==> src/rtl/stc_pkg.sv <==
package stc_pkg;
  localparam int DW     = 32;
  localparam int AW     = 5;
  localparam int NCMP   = 2;
  localparam int NWORD  = 8;
  localparam int WSEL_W = $clog2(NWORD);
  localparam int CW     = 8;
  localparam int SW     = 3;

  // word indices (byte address / 4)
  localparam int IDX_UP   = 0;
  localparam int IDX_DN   = 1;
  localparam int IDX_CMP0 = 2;
  localparam int IDX_CTRL = 4;
  localparam int IDX_STAT = 5;
  localparam int IDX_KEY  = 6;

  // control bit positions
  localparam int CB_EN0   = 0;
  localparam int CB_SW0   = 2;
  localparam int CB_SRST  = 4;
  localparam int CB_HALT  = 6;
  localparam int CB_FORCE = 7;
  localparam logic [CW-1:0] CTRL_MASK = 8'hDF;

  // status bit positions
  localparam int SB_SWEV = 2;
endpackage

==> src/rtl/stc_counters.sv <==
module stc_counters
  import stc_pkg::*;
(
  input  logic          clk,
  input  logic          rst_n,
  input  logic          step,
  input  logic          srst,
  input  logic          ld_up,
  input  logic          ld_dn,
  input  logic [DW-1:0] wdata,
  output logic [DW-1:0] up_q,
  output logic [DW-1:0] dn_q
);
  logic [DW-1:0] up_d, dn_d;

  always_comb begin
    up_d = up_q;
    dn_d = dn_q;
    if (srst) begin
      up_d = '0;
      dn_d = '0;
    end else begin
      if (ld_up)      up_d = wdata;
      else if (step)  up_d = up_q + 1'b1;
      if (ld_dn)      dn_d = wdata;
      else if (step)  dn_d = dn_q - 1'b1;
    end
  end

  always_ff @(posedge clk or negedge rst_n) begin
    if (!rst_n) begin
      up_q <= '0;
      dn_q <= '0;
    end else begin
      up_q <= up_d;
      dn_q <= dn_d;
    end
  end

  AST_CNT_STEP: assert property (@(posedge clk) disable iff (!rst_n)
    (step && !srst && !ld_up) |=> up_q == $past(up_q) + 1'b1);
  AST_CNT_MIRROR: assert property (@(posedge clk) disable iff (!rst_n)
    (step && !srst && !ld_dn) |=> dn_q == $past(dn_q) - 1'b1);
  AST_CNT_HOLD: assert property (@(posedge clk) disable iff (!rst_n)
    (!step && !srst && !ld_up && !ld_dn) |=> ($stable(up_q) && $stable(dn_q)));
  AST_SRST_ZERO: assert property (@(posedge clk) disable iff (!rst_n)
    srst |=> (up_q == '0 && dn_q == '0));
endmodule

==> src/rtl/stc_compare.sv <==
module stc_compare
  import stc_pkg::*;
(
  input  logic                      clk,
  input  logic                      rst_n,
  input  logic                      step,
  input  logic                      ld_up,
  input  logic [DW-1:0]             up_q,
  input  logic [NCMP-1:0][DW-1:0]   cmp_q,
  output logic [NCMP-1:0]           hit
);
  logic [DW-1:0] up_next;
  assign up_next = up_q + 1'b1;

  for (genvar i = 0; i < NCMP; i++) begin : g_cmp
    assign hit[i] = step && !ld_up && (up_next == cmp_q[i]);
  end

  AST_HIT_REACH: assert property (@(posedge clk) disable iff (!rst_n)
    hit[0] |=> up_q == $past(cmp_q[0]));
endmodule

==> src/rtl/stc_regfile.sv <==
module stc_regfile
  import stc_pkg::*;
(
  input  logic                      clk,
  input  logic                      rst_n,
  input  logic [NWORD-1:0]          wr_sel,
  input  logic [DW-1:0]             wdata,
  input  logic [NCMP-1:0]           hit,
  output logic [CW-1:0]             ctrl_q,
  output logic [NCMP-1:0][DW-1:0]   cmp_q,
  output logic [DW-1:0]             key_q,
  output logic [SW-1:0]             stat_q
);
  logic [CW-1:0]           ctrl_d;
  logic [DW-1:0]           key_d;
  logic [SW-1:0]           stat_d;
  logic [NCMP-1:0][DW-1:0] cmp_d;
  logic [NCMP-1:0]         sw_en;
  logic [SW-1:0]           clr;

  assign sw_en = ctrl_q[CB_SW0 +: NCMP];
  assign clr   = wr_sel[IDX_STAT] ? wdata[SW-1:0] : '0;

  always_comb begin
    ctrl_d = wr_sel[IDX_CTRL] ? (wdata[CW-1:0] & CTRL_MASK) : ctrl_q;
    key_d  = wr_sel[IDX_KEY]  ? wdata : key_q;
    stat_d = stat_q & ~clr;
    stat_d[NCMP-1:0] = stat_d[NCMP-1:0] | hit;
    if (|(hit & sw_en)) stat_d[SB_SWEV] = 1'b1;
  end

  for (genvar i = 0; i < NCMP; i++) begin : g_cmpreg
    assign cmp_d[i] = wr_sel[IDX_CMP0 + i] ? wdata : cmp_q[i];
    always_ff @(posedge clk or negedge rst_n) begin
      if (!rst_n) cmp_q[i] <= '1;
      else        cmp_q[i] <= cmp_d[i];
    end
  end

  always_ff @(posedge clk or negedge rst_n) begin
    if (!rst_n) begin
      ctrl_q <= '0;
      key_q  <= '0;
      stat_q <= '0;
    end else begin
      ctrl_q <= ctrl_d;
      key_q  <= key_d;
      stat_q <= stat_d;
    end
  end

  AST_HIT_LATCH: assert property (@(posedge clk) disable iff (!rst_n)
    hit[0] |=> stat_q[0]);
  AST_STAT_STICKY: assert property (@(posedge clk) disable iff (!rst_n)
    (stat_q[0] && !(wr_sel[IDX_STAT] && wdata[0])) |=> stat_q[0]);
endmodule

==> src/rtl/sec_alarm_timer.sv <==
module sec_alarm_timer
  import stc_pkg::*;
(
  input  logic          clk,
  input  logic          rst_n,
  input  logic          tick_i,
  input  logic          req_i,
  input  logic          we_i,
  input  logic [AW-1:0] addr_i,
  input  logic [DW-1:0] wdata_i,
  output logic [DW-1:0] rdata_o,
  output logic          irq_o,
  output logic          onsw_o
);
  logic [1:0]              rst_sync;
  logic                    rst_core_n;
  logic [WSEL_W-1:0]       wsel;
  logic                    aligned;
  logic [NWORD-1:0]        wr_sel;
  logic [CW-1:0]           ctrl_q;
  logic [NCMP-1:0][DW-1:0] cmp_q;
  logic [DW-1:0]           key_q, up_q, dn_q;
  logic [SW-1:0]           stat_q;
  logic [NCMP-1:0]         hit;
  logic                    srst, step;

  always_ff @(posedge clk or negedge rst_n) begin
    if (!rst_n) rst_sync <= 2'b00;
    else        rst_sync <= {rst_sync[0], 1'b1};
  end
  assign rst_core_n = rst_sync[1];

  assign wsel    = addr_i[AW-1:2];
  assign aligned = (addr_i[1:0] == 2'b00);

  for (genvar w = 0; w < NWORD; w++) begin : g_dec
    assign wr_sel[w] = req_i && we_i && aligned && (wsel == WSEL_W'(w));
  end

  assign srst = ctrl_q[CB_SRST];
  assign step = tick_i && !ctrl_q[CB_HALT] && !srst;

  stc_regfile u_regs (
    .clk(clk), .rst_n(rst_core_n), .wr_sel(wr_sel), .wdata(wdata_i),
    .hit(hit), .ctrl_q(ctrl_q), .cmp_q(cmp_q), .key_q(key_q), .stat_q(stat_q)
  );

  stc_counters u_cnt (
    .clk(clk), .rst_n(rst_core_n), .step(step), .srst(srst),
    .ld_up(wr_sel[IDX_UP]), .ld_dn(wr_sel[IDX_DN]), .wdata(wdata_i),
    .up_q(up_q), .dn_q(dn_q)
  );

  stc_compare u_cmp (
    .clk(clk), .rst_n(rst_core_n), .step(step), .ld_up(wr_sel[IDX_UP]),
    .up_q(up_q), .cmp_q(cmp_q), .hit(hit)
  );

  always_comb begin
    rdata_o = '0;
    if (aligned) begin
      case (wsel)
        WSEL_W'(IDX_UP):       rdata_o = up_q;
        WSEL_W'(IDX_DN):       rdata_o = dn_q;
        WSEL_W'(IDX_CMP0):     rdata_o = cmp_q[0];
        WSEL_W'(IDX_CMP0 + 1): rdata_o = cmp_q[1];
        WSEL_W'(IDX_CTRL):     rdata_o = DW'(ctrl_q);
        WSEL_W'(IDX_STAT):     rdata_o = DW'(stat_q);
        WSEL_W'(IDX_KEY):      rdata_o = key_q;
        default:               rdata_o = '0;
      endcase
    end
  end

  assign irq_o  = stat_q[0] && ctrl_q[CB_EN0];
  assign onsw_o = ctrl_q[CB_FORCE] || (|(stat_q[NCMP-1:0] & ctrl_q[CB_SW0 +: NCMP]));

  AST_IRQ_ON_HIT: assert property (@(posedge clk) disable iff (!rst_core_n)
    (hit[0] && ctrl_q[CB_EN0] && !wr_sel[IDX_CTRL]) |=> irq_o);
  AST_ONSW_ON_HIT: assert property (@(posedge clk) disable iff (!rst_core_n)
    (hit[0] && ctrl_q[CB_SW0] && !wr_sel[IDX_CTRL]) |=> onsw_o);
endmodule

==> config.mk <==
export PLATFORM = sky130hd
export DESIGN_NAME = sec_alarm_timer
export DESIGN_NICKNAME = d
export VERILOG_FILES = /design/src/rtl/stc_pkg.sv /design/src/rtl/stc_counters.sv /design/src/rtl/stc_compare.sv /design/src/rtl/stc_regfile.sv /design/src/rtl/sec_alarm_timer.sv
export SDC_FILE = /design/constraint.sdc
export NUM_CORES = 1
export LEC_CHECK = 0
export BUFFER_PORTS_ARGS = -buffer_cell sky130_fd_sc_hd__buf_2
export CORE_ASPECT_RATIO = 0.75
export CORE_MARGIN = 5
export CORE_UTILIZATION = 50
export DETAILED_ROUTE_END_ITERATION = 6
export PLACE_DENSITY = 0.72
export SETUP_SLACK_MARGIN = 0.05
export SLEW_MARGIN = 20
export SYNTH_ARGS = -nofsm -noshare
export SYNTH_HDL_FRONTEND = slang
export SYNTH_SLANG_ARGS = --single-unit
==> constraint.sdc <==
create_clock -name clk -period 9.5 [get_ports clk]
set_input_delay 0.475 -clock clk [delete_from_list [all_inputs] [get_ports clk]]
set_output_delay 0.475 -clock clk [all_outputs]
set_load 0.005 [all_outputs]
==> run metrics, run 1 <==
Post-route DRC 0; maximum clock frequency 227.4 MHz; period utilisation layout 46.30%; Post-synth EDFFs 0; die height 139.6 microns; Synth Register Bits 172; final hold viol count 0; fin util 55.87%; internal power 1624 uW; sequential area share after synthesis 39.16%; total CTS buffers 17; num rows 47; DR pass1 iterations 5; first-pass GRT wire length 55,060 microns; Net Count, Synth 1,240; Clock Tree Buf Depth 2; CP Cell Sequence ha_1 -> nand3_1 -> or4_1 -> nor3_2 -> xnor2_1 -> o22ai_1 -> or4_1 -> or4_4 -> o221ai_2; clock sinks 172; die width 182.8 microns; Final nets 1,254; post-synthesis area per instance 9.361 sq um; Worst Hold Class primary input to flip-flop; DRT iter0 DRCs 1,096; largest family of logic cells by synthesized area simple AND/OR/NAND/NOR gates; Post-synth ARST share 100.0%; pre-CTS setup slack 5.236 ns; # H-tree levels 4; max_slew headroom 25.22%; Least-Margin Pin Slew 1.111 ns; Max stage delay on crit path 0.82 ns; CP bufs+invs 0; sw power 884.5 uW; total grt overflow 0; most used cell, CP or4_1; gr usage total 27.43%; switching portion of total power 35.25%; commonest non-fill, non-tap cell in the layout nor2_1; xor/xnor share of the synthesized area 10.76%; Vias 9,545; Clock transition at path regs 0.07 ns; Cells after Synth 1,196; R2R setup slack 5.10 ns; critical path fanouts, max 17; Layout area overhead 10.05%; Leak 0.004993 uW; family with the most delay on the worst path simple AND/OR/NAND/NOR gates; multiplexer share of the synthesized area 13.76%; placed insts 1,484; number of gates resized after CTS 0; post-synthesis compound-gate area fraction 14.48%; # IOs 76; Setup Crit Path Kind flip-flop to flip-flop; final std cells w/o fill 1,517; slowest CP cell or4_1; # Post-CTS Setup Buffers 0; clock skew 0.01669 ns; outcome finished, final reports clean; simple-gate share of the synthesized area 17.57%; Critical Path RT 9.86 ns; clock root cell clkbuf_16; WL/cell 22.97 microns; CP Data Arrival Time 4.76 ns; Starting Density 50.77%; core box area 22,050 sq um; vias in the first global route 9,286; # setup viols final 0; Power Density 203.6 nW/um^2; remaining antenna violation count 0; final WL 34,840 microns; Slew Viols, Final 0; Port Buffers 75; predominant post-synthesis flop cell dfrtp_1; Synth Area in Adders 0.2235%; Final WS setup 5.102 ns; Total Power Consumption 2509 uW; sequential share of power 44.0%; combinational power share 27.2%; worst skew pair latency 0.45 ns; MaxCap Viol Count 0; routability cong. 0.9671; element type at the critical path end flip-flop; Yosys warning total 0; post-synthesis cell area 11,200 sq um; RSZ-0062 raised after global routing false; fraction of layout cells with a size suffix above 1 25.35%; most frequent cells in the layout nor2_1, dfrtp_1, mux2_2; Post-DP HPWL 23,710 microns; Setup TNS 0 ns; # hold bufs at CTS 1; CTS tree yes; area of the die 25,520 sq um; antenna violations before repair 0; Startpoint Class flip-flop; n_diodes 0; Worst VDD drop 0.1623 mV; largest net degree at the start of global routing 78; clock network power share 28.8%; Yosys cell types 68; crit path time final 4.398 ns; vias per cell 6.292
## worst reg2reg max path: stages (launching register included)
cell and delay [ns]:
dfrtp_1 0.54, ha_1 0.33, nand3_1 0.57, or4_1 0.83
nor3_2 0.49, xnor2_1 0.19, o22ai_1 0.09, or4_1 0.58
or4_4 0.55, o221ai_2 0.16
## sequential cells by signal (all words and copies together), names as in the netlist
register	count
u_regs.cmp_q	64
rst_sync	2
u_regs.ctrl_q	7
u_regs.stat_q	3
u_regs.key_q	32
u_cnt.up_q	32
u_cnt.dn_q	32
## stage by stage
step | cell area, sq um | hold slack (ns)
after floorplan | 11200 | 0.1794
after global placement | 11710 | 0.2593
after detailed placement | 11710 | 0.2625
after CTS | 12320 | 0.2675
after global routing | 12320 | 0.2907
final | 12320 | 0.2810
## power by group through the flow
stage	combinational [uW]	sequential (uW)	clock, uW
3_5_place_dp	665	1110	0
6_report	682	1100	722
4_1_cts	673	1100	733
3_3_place_gp	659	1100	0
2_1_floorplan	541	1020	0
5_1_grt	743	1130	761
## synth_stat cells, drive strengths merged, types with 2 or more instances
cell | n | area [sq um]
o22ai | 3 | 18.77
a31oi | 6 | 37.54
clkbuf | 78 | 294.0
ha | 2 | 25.02
nand4 | 25 | 177.7
nand2 | 83 | 311.6
nor2b | 5 | 31.28
nand2b | 12 | 75.07
nor3b | 4 | 30.03
o41ai | 2 | 17.52
nand3b | 3 | 22.52
nor4 | 21 | 150.2
or2 | 2 | 12.51
a211oi | 61 | 457.9
and2 | 7 | 43.79
nand3 | 30 | 150.1
and3 | 10 | 62.56
o2111ai | 2 | 17.52
o21ai | 50 | 254.0
a22o | 26 | 227.7
and4 | 5 | 43.79
nor3 | 23 | 120.1
a21oi | 18 | 90.09
or3 | 12 | 75.07
inv | 15 | 56.30
xnor2 | 90 | 788.3
dfrtp | 108 | 2703
o31ai | 3 | 22.52
nor2 | 149 | 559.3
a41oi | 2 | 17.52
xor2 | 45 | 394.1
or4 | 9 | 75.07
a22oi | 30 | 225.2
mux2i | 38 | 380.4
buf | 21 | 98.84
dfstp | 64 | 1682
a311oi | 9 | 78.83
o221ai | 3 | 32.53
mux2 | 101 | 1137
## per-layer routing
metal | track usage, % | part of all wire, %
met4 | 7.210 | 1.8
met3 | 5.844 | 8.0
met2 | 38.64 | 42
met5 | 0 | 0
met1 | 42.61 | 48
## layout make-up
class | instances | area (sq um)
Fill cell | 1986 | 9732
Multi-Input combinational cell | 910 | 6384
Sequential cell | 172 | 4389
Timing Repair Buffer | 94 | 520.5
Clock buffer | 21 | 470.5
Tap cell | 294 | 367.9
Clock inverter | 11 | 132.6
Inverter | 15 | 56.30
## kinds of logic (layout without fill, tap and decap cells)
kind of cell,Yosys count,after routing
buffers and inverters,114,141
AOI/OAI and AO/OA,228,228
adders and majority gates,2,2
muxes,140,140
xor gates and xnor gates,136,136
and+or+nand+nor,403,403
DFF,172,172
other,1,1
## final timing paths
kind	end	depth (start not counted)	from
max	u_regs.stat_q[2]	9	u_cnt.up_q[0]
min	u_regs.cmp_q[56]	3	wdata_i[24]
min reg2reg	rst_sync[1]	0	rst_sync[0]
max reg2reg	u_regs.stat_q[2]	9	u_cnt.up_q[0]
min in group asynchronous	rst_sync[1]	2	rst_n
max in group asynchronous	u_cnt.up_q[24]	1	rst_sync[1]
Note: power is estimated with default switching activity, not from simulation.
==> inputs of run 2 (changes only) <==
Settings changed: ABC_AREA set to 1, PLACE_DENSITY 0.72 to 0.75.
Clock period 9.5 ns to 4 ns, I/O delays scaled along.
==> run 2 against run 1 <==
Compared with the run above: synthesized cell count grew 34%; register-to-register slack worse by 4.0 ns; clock-buffer cell count decreased by 1; clock power grew 140%; fmax up 49%; sequential share of layout area down 0.10 points; design area is 0.25% higher; final cell count is 30% higher; global-route usage grew 3.4 points; worst hold slack lost 0.25 ns; utilization increased by 0.59 points; power grew to 2.7 times the previous value; critical path type unchanged; largest cell class unchanged.
==> run metrics, run 2 <==
Final nets 1,707 (+36%); post-synthesis area per instance 6.866 sq um (-27%); Post-synth EDFFs 0 (unchanged); Setup Crit Path Kind flip-flop to flip-flop; sequential area share after synthesis 39.81% (+0.65 points); total grt overflow 0 (unchanged); post-synthesis cell area 11,010 sq um (-1.6%); core box area 21,880 sq um (-0.80%); Slew Viols, Final 0 (unchanged); # Post-CTS Setup Buffers 0 (unchanged); WL/cell 20.02 microns (-13%); DRT iter0 DRCs 1,727 (+58%); most frequent cells in the layout nand2_1, o21ai_0, inv_1; Startpoint Class flip-flop; Storage cell area 4388 sq um (about the same); Starting Density 50.34% (-0.43 points); Global Route met2 Usage 43.20% (+4.6 points); final WL 39,440 microns (+13%); CTS tree yes; Yosys warning total 0 (unchanged); # setup viols final 0 (unchanged); slowest CP cell nor3_1; element type at the critical path end flip-flop; Power Density 553.8 nW/um^2 (+170%); crit path time final 2.945 ns (-1.453 ns); total CTS buffers 17 (unchanged); grt met3 use 9.334% (+3.5 points); max reg flops 64 (unchanged); gr usage total 30.85% (+3.4 points); Most flops, register u_regs.cmp_q; Synth top cells by count nand2_1, o21ai_0, inv_1, nor2_1, dfrtp_1; final hold slack 0.03554 ns (-0.2454 ns); Multi-input gate area 5728 sq um (-10%); clock sinks 172 (unchanged); # IOs 76 (unchanged); Port Buffers 75 (unchanged); max_slew headroom 33.74% (+8.5 points); antenna violations before repair 0 (unchanged); Leak 0.005709 uW (+14%); M1 GR Usage 45.96% (+3.3 points); clock root cell clkbuf_16; commonest non-fill, non-tap cell in the layout nand2_1; num rows 47 (unchanged); CP Cell Sequence inv_1 -> ha_1 -> nand3_1 -> nor3_1 -> nand3_1 -> nor2_1 -> nand4_1 -> xor2_1 -> o21ai_0 -> o21ai_0; vias in the first global route 10,820 (+16%); outcome finished, final reports clean; remaining antenna violation count 0 (unchanged); # hold bufs at CTS 1 (unchanged); first-pass GRT wire length 61,210 microns (+11%); family with the most delay on the worst path simple AND/OR/NAND/NOR gates; CP bufs+invs 1 (+1); GR peak layer met1; Post-synth ARST share 100.0% (unchanged); top cell type's share of synthesized area 24.54% (+0.40 points); Vias 11,770 (+23%); Synth area leader dfrtp_1; final hold viol count 0 (unchanged); number of gates resized after CTS 0 (unchanged); die width 181.4 microns (-0.77%); # H-tree levels 4 (unchanged); MaxCap Viol Count 0 (unchanged); Post-route DRC 0 (unchanged); Worst Hold Class primary input to flip-flop; Post-DP HPWL 27,850 microns (+17%); RSZ-0062 raised after global routing false; worst skew pair latency 0.45 ns (about the same); Synth Register Bits 172 (unchanged); largest net degree at the start of global routing 95 (+22%); Clock transition at path regs 0.07 ns (about the same); die height 138.5 microns (-0.76%); fin util 56.46% (+0.59 points); top post-synthesis cells by area dfrtp_1, nand2_1, dfstp_2; Yosys cell types 40 (-41%); Max stage delay on crit path 0.65 ns (-0.17 ns); Clock Tree Buf Depth 2 (unchanged); vias per cell 5.977 (-5.0%); routability cong. 1.007 (+4.2%); Least-Margin Pin Slew 0.9927 ns (-0.1187 ns); Layout area overhead 12.16%; CP Data Arrival Time 3.24 ns (-1.52 ns); maximum clock frequency 339.6 MHz (+49%); Cells after Synth 1,604 (+34%); n_diodes 0 (unchanged); Critical Path RT 4.29 ns (-5.57 ns); area of the die 25,130 sq um (-1.5%); Setup TNS 0 ns (unchanged); period utilisation layout 73.62% (+27 points); predominant post-synthesis flop cell dfrtp_1; clock skew 0.01404 ns (-0.002650 ns); fill count 2,123 (+6.9%); critical path fanouts, max 4 (-13); Worst VDD drop 0.3175 mV (+96%); Net Count, Synth 1,648 (+33%); count leader, synth nand2_1; fraction of layout cells with a size suffix above 1 15.27% (-10 points); DR pass1 iterations 6 (+1)
run 2: cell count changes after synthesis, sizes merged, moves of 26 or more:
| cell | delta |
|---|---|
| o21ai | +153 |
| xor2 | -30 |
| a211oi | -55 |
| o22ai | +66 |
| xnor2 | -87 |
| a21oi | +40 |
| nand2 | +414 |
| a22o | -26 |
| mux2 | -101 |
| a22oi | -29 |
| nand3 | +66 |
| inv | +173 |
| mux2i | -38 |
run 2: metal layers:
layer	vias up	routed length [microns]
met2	831	15870
met5	-	0
met1	5435	17280
li1	5411	-
met3	97	5258
met4	0	1030
run 2: cell type report:
cell class	instances	area share (%)
Clock buffer	20	3.778
Clock inverter	12	1.104
Inverter	189	5.744
Multi-Input combinational cell	1186	46.37
Sequential cell	172	35.52
Tap cell	294	2.978
Timing Repair Buffer	97	4.498
run 2: through the flow:
step                power (uW)  instances  instance area, sq um  worst slack (ns)
finish                    6840       1970                 12350             1.055
global route              7248       1970                 12350            0.9603
CTS                       6735       1970                 12350             1.151
detailed placement        4994       1937                 11740             1.171
global placement          4937       1937                 11740             1.190
floorplan                 4255       1604                 11010             1.218
run 2: final timing paths:
kind | startpoint | to | slack, ns | depth (start not counted)
min in group asynchronous | rst_n | rst_sync[0] | 0.06 | 2
max in group asynchronous | rst_sync[1] | u_regs.cmp_q[11] | 2.59 | 1
setup / recovery | u_cnt.dn_q[1] | u_cnt.dn_q[30] | 1.06 | 10
hold reg to reg | rst_sync[0] | rst_sync[1] | 0.36 | 0
setup reg to reg | u_cnt.dn_q[1] | u_cnt.dn_q[30] | 1.06 | 10
hold / removal | wdata_i[5] | u_regs.cmp_q[5] | 0.04 | 3
run 2: logic make-up after synthesis:
kind of cell | after synthesis | share of synthesized area (%)
buffers and inverters | 246 | 8.418
xor gates and xnor gates | 18 | 1.432
DFF | 172 | 39.81
and+or+nand+nor | 788 | 30.92
adders and majority gates | 2 | 0.2272
other | 1 | 0.03405
AOI/OAI and AO/OA | 377 | 19.15
run 2: where the power goes:
part / total, uW / switching, uW / internal (uW)
Combinational: 2430 / 1610 / 816
Clock: 1760 / 781 / 976
Sequential: 2660 / 476 / 2180
Total: 6840 / 2870 / 3970
run 2: worst reg2reg max path: stages (launching register included):
cell and delay [ns]:
dfrtp_1 0.36, inv_1 0.17, ha_1 0.23, nand3_1 0.24, nor3_1 0.65, nand3_1 0.24, nor2_1 0.27, nand4_1 0.22
xor2_1 0.20, o21ai_0 0.13, o21ai_0 0.10
==> inputs of run 3 (changes only) <==
Settings changed: ABC_AREA 1 to 0.
Clock period 4 ns to 2.55 ns, I/O delays scaled along.
==> run 3 against run 2 <==
Compared with the run above: the run now ends with setup timing left; largest cell class unchanged; die area up 1.6%; register-to-register slack worse by 1.4 ns; critical endpoint is now u_regs.stat_q[2]; via count down 11%; critical path type unchanged; power up 53%; utilization up 8.1 points.
==> run metrics, run 3 (synthesis gave the netlist of run 1 again) <==
final std cells w/o fill 1,701 (-14%); Setup Crit Path Kind flip-flop to flip-flop; Post-route DRC 0 (unchanged); Worst Hold Class primary input to flip-flop; # IOs 76 (unchanged); Most flops, register u_regs.cmp_q; crit path time final 2.901 ns (-0.04371 ns); antenna violations before repair 0 (unchanged); routability cong. 0.9619 (-4.5%); commonest non-fill, non-tap cell in the layout buf_4; period utilisation layout 113.8% (+40 points); RSZ-0062 raised after global routing true; total CTS buffers 17 (unchanged); critical path fanouts, max 4 (unchanged); Power Density 733.5 nW/um^2 (+32%); DRT iter0 DRCs 1,215 (-30%); Final nets 1,438 (-16%); Worst VDD drop 0.4596 mV (+45%); Startpoint Class flip-flop; first-pass GRT wire length 59,200 microns (-3.3%); gr usage total 29.91% (-0.94 points); Vias 10,460 (-11%); Slew Viols, Final 0 (unchanged); fill count 1,832 (-14%); final hold viol count 0 (unchanged); largest net degree at the start of global routing 77 (-19%); die height 139.6 microns (+0.77%); # H-tree levels 4 (unchanged); CTS tree yes; clock root cell clkbuf_16; Port Buffers 75 (unchanged); worst skew pair latency 0.46 ns (about the same); DR pass1 iterations 5 (-1); final WL 38,480 microns (-2.4%); WL/cell 22.62 microns (+13%); clock sinks 172 (unchanged); fin util 64.54% (+8.1 points); vias in the first global route 10,100 (-6.6%); fraction of layout cells with a size suffix above 1 36.96% (+22 points); pre-CTS setup slack -0.4018 ns (-1.573 ns); violated checks setup timing; MaxCap Viol Count 0 (unchanged); maximum clock frequency 344.7 MHz (+1.5%); Clock Tree Buf Depth 2 (unchanged); hold path depth 2 (-1); vias per cell 6.152 (+2.9%); # setup viols final 5 (+5); most frequent cells in the layout buf_4, nor2_1, dfrtp_1; Post-DP HPWL 27,620 microns (-0.81%); element type at the critical path end flip-flop; Starting Density 50.77% (+0.43 points); placed insts 1,633 (-16%); max reg flops 64 (unchanged); Final WS setup -0.3512 ns (-1.406 ns); remaining antenna violation count 0 (unchanged); n_diodes 0 (unchanged); Clock transition at path regs 0.07 ns (about the same); Layout area overhead 27.12%; Least-Margin Pin Slew 0.8934 ns (-0.09937 ns); reg2reg path depth 9 (-1); area of the die 25,520 sq um (+1.6%); clock skew 0.01609 ns (+0.002053 ns); total grt overflow 0 (unchanged); die width 182.8 microns (+0.78%); num rows 47 (unchanged); outcome finished, violations left; Leak 0.006059 uW (+6.1%); Critical Path RT 2.92 ns (-1.37 ns); core box area 22,050 sq um (+0.81%); max_slew headroom 40.44% (+6.7 points); Setup TNS -0.7636 ns (-0.7636 ns); CP Data Arrival Time 3.27 ns (+0.03 ns)
==> run 3: routing by layer <==
layer,global-route usage [%],up-vias,part of all wire (%)
met1,43.70,5169,45
met4,8.072,0,2.3
li1,-,4716,-
met5,0,-,0
met3,8.557,77,10
met2,43.64,502,43
==> run 3: worst paths after layout <==
check                          startpoint          endpoint  slack [ns]
min                           wdata_i[12]  u_regs.key_q[12]       0.009
min reg2reg                   rst_sync[0]       rst_sync[1]        0.35
max in group asynchronous     rst_sync[1]  u_regs.cmp_q[30]        1.42
min in group asynchronous     rst_sync[1]     u_cnt.up_q[6]        0.40
max                        u_cnt.up_q[11]  u_regs.stat_q[2]       -0.35
max reg2reg                u_cnt.up_q[11]  u_regs.stat_q[2]       -0.35
==> run 3: area by class of cell <==
class                   instances  area (sq um)  area share, %
multi-input cells             910          6723          47.24
well taps                     294         367.9          2.585
repair buffers                278          2085          14.65
inverters                      15         56.30         0.3956
clock buffers                  18         429.2          3.015
flip-flops and latches        172          4390          30.85
clock inverters                14         181.4          1.275
==> run 3: repair_timing <==
item,CTS,global route
hold buffers,26,1
resized for setup,38,34
pin swaps,14,20
buffers inserted,5,5
endpoints found under the setup margin,15,21
hold endpoints to repair,82,1
==> run 3: metrics by stage <==
stage               cell area (sq um)  hold WS, ns  power [uW]
floorplan                       11280      -0.1681        5878
global placement                12950     -0.08780        7173
detailed placement              12950     -0.08653        7248
CTS                             14030    0.0007025       10210
global route                    14230    0.0004148       10930
finish                          14230     0.009132       10440
==> run 3: power by group <==
group | total (uW) | internal, uW | switching, uW
logic | 3750 | 1800 | 1960
registers | 3900 | 3340 | 552
clock network | 2790 | 1570 | 1230
total | 10400 | 6700 | 3740
==> run 3: worst max-delay path: stages, from the launching register on <==
cell	delay [ns]
dfrtp_1	0.36
nand4_1	0.24
or4_4	0.66
nor4_4	0.27
buf_4	0.16
xnor3_1	0.12
o2111a_1	0.19
nand4_1	0.11
or4_4	0.57
o221ai_2	0.13
